File: config.mk
export PLATFORM = sky130hd
export DESIGN_NAME = frame_conformer
export DESIGN_NICKNAME = d
export VERILOG_FILES = /design/src/rtl/fconf_pkg.sv /design/src/rtl/fc_count.sv /design/src/rtl/fc_ctrl.sv /design/src/rtl/fc_oreg.sv /design/src/rtl/frame_conformer.sv
export SDC_FILE = /design/constraint.sdc
export NUM_CORES = 1
export LEC_CHECK = 0
export BUFFER_PORTS_ARGS = -buffer_cell sky130_fd_sc_hd__buf_2
export CORE_ASPECT_RATIO = 1.75
export CORE_MARGIN = 8
export CORE_UTILIZATION = 45
export CTS_CLUSTER_SIZE = 40
export DETAILED_ROUTE_END_ITERATION = 8
export PLACE_DENSITY = 0.67
export SLEW_MARGIN = 20
export SYNTH_ARGS = -nofsm -noshare
export SYNTH_HDL_FRONTEND = slang
export SYNTH_SLANG_ARGS = --single-unit
File: constraint.sdc
create_clock -name clk -period 1.65 [get_ports clk]
set_clock_uncertainty 0.1 [all_clocks]
set_input_delay 0.0825 -clock clk [delete_from_list [all_inputs] [get_ports clk]]
set_output_delay 0.0825 -clock clk [all_outputs]
set_load 0.03 [all_outputs]
File: src/rtl/fconf_pkg.sv
package fconf_pkg;
   localparam int TYPE_W = 4;
   localparam logic [TYPE_W-1:0] TYPE_VIDEO = '0;

   typedef enum logic [2:0] {
      ST_IDLE,
      ST_PASS,
      ST_VIDEO,
      ST_DROP,
      ST_PAD
   } fc_state_e;
endpackage

File: src/rtl/fc_count.sv
module fc_count #(
   parameter int W         = 4,
   parameter int H         = 3,
   parameter bit SPLIT_CNT = 1'b0
) (
   input  logic clk,
   input  logic rst_n,
   input  logic clr,
   input  logic inc,
   output logic last
);
   localparam int N   = W * H;
   localparam int CW  = (N > 1) ? $clog2(N) : 1;
   localparam int CWC = (W > 1) ? $clog2(W) : 1;
   localparam int CWR = (H > 1) ? $clog2(H) : 1;

   generate
      if (SPLIT_CNT) begin : g_split
         localparam logic [CWC-1:0] COL_END = CWC'(W - 1);
         localparam logic [CWR-1:0] ROW_END = CWR'(H - 1);
         logic [CWC-1:0] col;
         logic [CWR-1:0] row;
         logic col_end;
         assign col_end = (col == COL_END);
         assign last    = col_end && (row == ROW_END);
         always_ff @(posedge clk) begin
            if (!rst_n || clr) begin
               col <= '0;
               row <= '0;
            end else if (inc) begin
               if (col_end) begin
                  col <= '0;
                  row <= (row == ROW_END) ? '0 : row + 1'b1;
               end else begin
                  col <= col + 1'b1;
               end
            end
         end
      end else begin : g_flat
         localparam logic [CW-1:0] CNT_END = CW'(N - 1);
         logic [CW-1:0] cnt;
         assign last = (cnt == CNT_END);
         always_ff @(posedge clk) begin
            if (!rst_n || clr) cnt <= '0;
            else if (inc)      cnt <= last ? '0 : cnt + 1'b1;
         end
      end
   endgenerate
endmodule

File: src/rtl/fc_ctrl.sv
module fc_ctrl
   import fconf_pkg::*;
(
   input  logic              clk,
   input  logic              rst_n,
   input  logic              in_valid,
   input  logic              in_sop,
   input  logic              in_eop,
   input  logic [TYPE_W-1:0] in_type,
   input  logic              load_en,
   input  logic              cnt_last,
   output logic              in_ready,
   output logic              emit,
   output logic              emit_sop,
   output logic              emit_eop,
   output logic              sel_pad,
   output logic              cnt_clr,
   output logic              cnt_inc,
   output logic              pix_we
);
   fc_state_e st, nxt;
   logic fire;

   assign fire = in_valid && in_ready;

   always_comb begin
      nxt      = st;
      in_ready = 1'b0;
      emit     = 1'b0;
      emit_sop = 1'b0;
      emit_eop = 1'b0;
      sel_pad  = 1'b0;
      cnt_clr  = 1'b0;
      cnt_inc  = 1'b0;
      pix_we   = 1'b0;
      case (st)
         ST_IDLE: begin
            in_ready = load_en;
            if (fire && in_sop) begin
               emit     = 1'b1;
               emit_sop = 1'b1;
               if (in_type == TYPE_VIDEO) begin
                  cnt_clr = 1'b1;
                  nxt     = in_eop ? ST_PAD : ST_VIDEO;
               end else begin
                  emit_eop = in_eop;
                  nxt      = in_eop ? ST_IDLE : ST_PASS;
               end
            end
         end
         ST_PASS: begin
            in_ready = load_en;
            if (fire) begin
               emit     = 1'b1;
               emit_eop = in_eop;
               if (in_eop) nxt = ST_IDLE;
            end
         end
         ST_VIDEO: begin
            in_ready = load_en;
            if (fire) begin
               emit     = 1'b1;
               cnt_inc  = 1'b1;
               pix_we   = 1'b1;
               emit_eop = cnt_last;
               if (cnt_last) nxt = in_eop ? ST_IDLE : ST_DROP;
               else          nxt = in_eop ? ST_PAD  : ST_VIDEO;
            end
         end
         ST_DROP: begin
            in_ready = 1'b1;
            if (in_valid && in_eop) nxt = ST_IDLE;
         end
         ST_PAD: begin
            if (load_en) begin
               emit     = 1'b1;
               sel_pad  = 1'b1;
               cnt_inc  = 1'b1;
               emit_eop = cnt_last;
               if (cnt_last) nxt = ST_IDLE;
            end
         end
         default: nxt = ST_IDLE;
      endcase
   end

   always_ff @(posedge clk) begin
      if (!rst_n) st <= ST_IDLE;
      else        st <= nxt;
   end
endmodule

File: src/rtl/fc_oreg.sv
module fc_oreg #(
   parameter int DW = 12
) (
   input  logic          clk,
   input  logic          rst_n,
   input  logic          out_ready,
   input  logic          emit,
   input  logic [DW-1:0] emit_data,
   input  logic          emit_sop,
   input  logic          emit_eop,
   output logic          load_en,
   output logic          out_valid,
   output logic [DW-1:0] out_data,
   output logic          out_sop,
   output logic          out_eop
);
   assign load_en = !out_valid || out_ready;

   always_ff @(posedge clk) begin
      if (!rst_n) out_valid <= 1'b0;
      else if (load_en) out_valid <= emit;
   end

   always_ff @(posedge clk) begin
      if (!rst_n) begin
         out_data <= '0;
         out_sop  <= 1'b0;
         out_eop  <= 1'b0;
      end else if (load_en && emit) begin
         out_data <= emit_data;
         out_sop  <= emit_sop;
         out_eop  <= emit_eop;
      end
   end
endmodule

File: src/rtl/frame_conformer.sv
module frame_conformer
   import fconf_pkg::*;
#(
   parameter int DW        = 12,
   parameter int W         = 4,
   parameter int H         = 3,
   parameter bit SPLIT_CNT = 1'b0
) (
   input  logic          clk,
   input  logic          rst_n,
   input  logic [DW-1:0] in_data,
   input  logic          in_valid,
   input  logic          in_sop,
   input  logic          in_eop,
   output logic          in_ready,
   output logic [DW-1:0] out_data,
   output logic          out_valid,
   output logic          out_sop,
   output logic          out_eop,
   input  logic          out_ready
);
   generate
      if (DW < TYPE_W) begin : g_bad_dw
         $error("frame_conformer: DW must hold the packet type field");
      end
      if (W * H < 2) begin : g_bad_size
         $error("frame_conformer: frame must hold at least two samples");
      end
   endgenerate

   logic          load_en, cnt_last;
   logic          emit, emit_sop, emit_eop, sel_pad;
   logic          cnt_clr, cnt_inc, pix_we;
   logic [DW-1:0] last_pix, emit_data;

   always_ff @(posedge clk) begin
      if (!rst_n)      last_pix <= '0;
      else if (pix_we) last_pix <= in_data;
   end

   assign emit_data = sel_pad ? last_pix : in_data;

   fc_ctrl u_ctrl (
      .clk      (clk),
      .rst_n    (rst_n),
      .in_valid (in_valid),
      .in_sop   (in_sop),
      .in_eop   (in_eop),
      .in_type  (in_data[TYPE_W-1:0]),
      .load_en  (load_en),
      .cnt_last (cnt_last),
      .in_ready (in_ready),
      .emit     (emit),
      .emit_sop (emit_sop),
      .emit_eop (emit_eop),
      .sel_pad  (sel_pad),
      .cnt_clr  (cnt_clr),
      .cnt_inc  (cnt_inc),
      .pix_we   (pix_we)
   );

   fc_count #(.W(W), .H(H), .SPLIT_CNT(SPLIT_CNT)) u_count (
      .clk   (clk),
      .rst_n (rst_n),
      .clr   (cnt_clr),
      .inc   (cnt_inc),
      .last  (cnt_last)
   );

   fc_oreg #(.DW(DW)) u_oreg (
      .clk       (clk),
      .rst_n     (rst_n),
      .out_ready (out_ready),
      .emit      (emit),
      .emit_data (emit_data),
      .emit_sop  (emit_sop),
      .emit_eop  (emit_eop),
      .load_en   (load_en),
      .out_valid (out_valid),
      .out_data  (out_data),
      .out_sop   (out_sop),
      .out_eop   (out_eop)
   );
endmodule

==> flow_summary.toml <==
[cts]
tritoncts = "done"
path_clk_slew_ps = 80
clk-insertion-delay-late_ps = 290
clockRootBuffer = "clkbuf_8"
post_cts_buffers = 0
cts.sinks = 34
clockBufferDepth = 2
cts_buffers = 5
htreeDepth = 2

[logic_synthesis]
avgSynthCellArea_sq_um = 9.12
async_flop_share_pct = 0
synth_warnings = 0
synthFlopType = "dfxtp_1"
synthTopCellsByArea = "dfxtp_1, a311oi_2, mux2i_1"
syn-num-nets = 203
synth_top_area_share_pct = 40.6
ys_seq_elements = 34
syn_inst = 184
ys_top_cells_by_count = "dfxtp_1, a21oi_1, nand2_1"
synth-edff-count = 0
yosys.area.top_type = "dfxtp_1"
synth_most_common_cell = "dfxtp_1"
yosysSeqAreaShare_pct = 40.6
netlist_area_sq_mm = 0.00168
synth_cell_types = 39

[die]
core-area_sq_mm = 0.00359
num_rows = 29
chipWidth_microns = 62.2
die_area_sq_mm = 0.00602
die_y_microns = 96.8
initial_utilization_pct = 46.7
io_pins = 34

[worst_setup_path]
critPathKind = "register to register"
crit_path_start_kind = "register"
worstPathRequired_ps = 1760
worst_setup_path_end_kind = "register"
crit_path_max_fanout = 6
crit_arrival_ps = 1730

[grt]
grt_antenna_before_repair = 0
grt_pass1_wl_microns = 7680
grt_max_degree = 28
grt.total_usage_pct = 15.5
grt_remaining_overflow = 0
grt_pass1_vias = 1683

[cells_and_area]
seq_area_sq_um = 688
multi_input_area_sq_um = 937
syn_to_final_growth_pct = 34.9
drive_above_1_share_pct = 32.8
antenna_cells = 0
nFillCells = 312
instances_no_fill = 290
layout.nets = 262
utilization_pct = 63.0

[sta]
finalCriticalPeriod_ps = 1620
period_share_pct = 98.2
finalSetupViolations = 0
max_slew_margin_pct = 64.3
worst_slew_pin_slew_ps = 531
slew_violations = 0
finalHoldViolCount = 0
fmax_ghz = 0.617
tns_ps = 0

[worst_hold_path]
hold_class = "primary input to register"

[routing]
ant_nets = 0
drt_iter0_markers = 42
remaining_drc_errors = 0
first_pass_iters = 4
wl_per_cell_microns = 16.7
vias = 1634
routed_wl_microns = 4850
vias_per_cell = 5.63

[pwr]
ir_worst_vdd_mv = 0.769
p_sw_uw = 566
cellPowerDensity_mw_per_mm2 = 883
seq_power_share_pct = 44.0
p_leak_nw = 1.01
p_int_mw = 1.43
pwr-share-clk_pct = 37.2
p_sw_share_pct = 28.3
comb_power_share_pct = 18.8

[placement]
dp_cells = 268
gp_congestion = 0.849
place_hpwl_microns = 3430
io_buffers = 33

[job]
drv_cap = 0

[run_status]
status = "finished, final reports clean"
==> per-layer routing <==
metal | global-route usage [%] | share of wire [%] | wire length, microns
met3 | 3.81 | 4.6 | 225
met1 | 14.3 | 36 | 1770
met2 | 29.3 | 56 | 2700
met5 | 0 | 0 | 0
met4 | 9.22 | 3.2 | 155
==> power groups by stage <==
| stage | sequential [mW] | combinational (mW) | clock, mW |
|---|---|---|---|
| CTS | 0.880 | 0.364 | 0.754 |
| floorplan | 0.962 | 0.163 | 0 |
| global route | 0.882 | 0.401 | 0.788 |
| global placement | 0.897 | 0.330 | 0 |
| detailed placement | 0.898 | 0.338 | 0 |
| finish | 0.879 | 0.376 | 0.744 |
==> layout make-up <==
class,instances,share of cell area [%]
tap,46,2.54
clock buffer,8,4.86
timing repair buffer,66,20.5
sequential,34,30.4
multi-input combinational,134,41.4
inverter,2,0.332
==> cell usage in the layout, fill, tap and decap left out, types with 3 or more instances in the layout <==
cell type	count
a211o_1	3
a21oi_1	18
a311oi_2	11
buf_2	34
buf_4	16
clkbuf_8	8
dfxtp_1	30
dfxtp_2	3
dlygate4sd3_1	13
mux2i_1	13
nand2_1	18
nand3_1	14
nor2_1	15
nor2b_1	3
o21a_1	3
==> registers in the layout, indices dropped and copies added, names as in the netlist <==
register / cells
last_pix: 12
u_count.g_flat.cnt: 4
u_oreg.out_sop: 1
u_ctrl.st: 3
u_oreg.out_eop: 1
u_oreg.out_data: 12
u_oreg.out_valid: 1
==> worst max-delay path, cell delays in order, from the launching register on <==
cell,delay (ps)
dfxtp_2,350
nand3b_1,150
a211o_1,340
or4_1,420
a21oi_1,180
==> final timing paths <==
path | to | start | slack (ps) | cells after the start
hold / removal | u_oreg.out_data[3]$_SDFFE_PN0P_ | in_data[3] | 20 | 3
setup reg to reg | u_count.g_flat.cnt[2]$_SDFFE_PP0P_ | u_ctrl.st[2]$_SDFFE_PN0P_ | 30 | 4
hold reg to reg | u_oreg.out_data[2]$_SDFFE_PN0P_ | last_pix[2]$_SDFFE_PN0P_ | 400 | 2
setup / recovery | u_count.g_flat.cnt[2]$_SDFFE_PP0P_ | u_ctrl.st[2]$_SDFFE_PN0P_ | 30 | 4
==> what timing repair did <==
item,in CTS,in global routing
hold buffers,13,0
gates cloned,0,1
pin swaps,0,3
endpoints found under the hold margin,24,0
endpoints found under the setup margin,3,14
resized for setup,3,8
==> stage by stage <==
step	area [sq um]	setup slack, ps	hold slack (ps)	power (mW)
3_3_place_gp	1980	42.2	228	1.23
6_report	2260	28.9	21.1	2.00
3_5_place_dp	1980	-45.0	242	1.24
2_1_floorplan	1690	11.8	100	1.12
5_1_grt	2260	-18.1	44.3	2.07
4_1_cts	2230	6.12	18.3	2.00
==> logic make-up after synthesis <==
logic type | count (synthesis) | synth area share, %
multiplexers | 13 | 7.76
adder cells (fa/ha/maj) | 1 | 0.746
XOR/XNOR | 1 | 0.522
AND/OR/NAND/NOR | 70 | 21.9
AO/OA/AOI/OAI | 49 | 23.6
buffers and inverters | 16 | 4.92
flip-flops | 34 | 40.6
(Power assumes the default switching activity.)
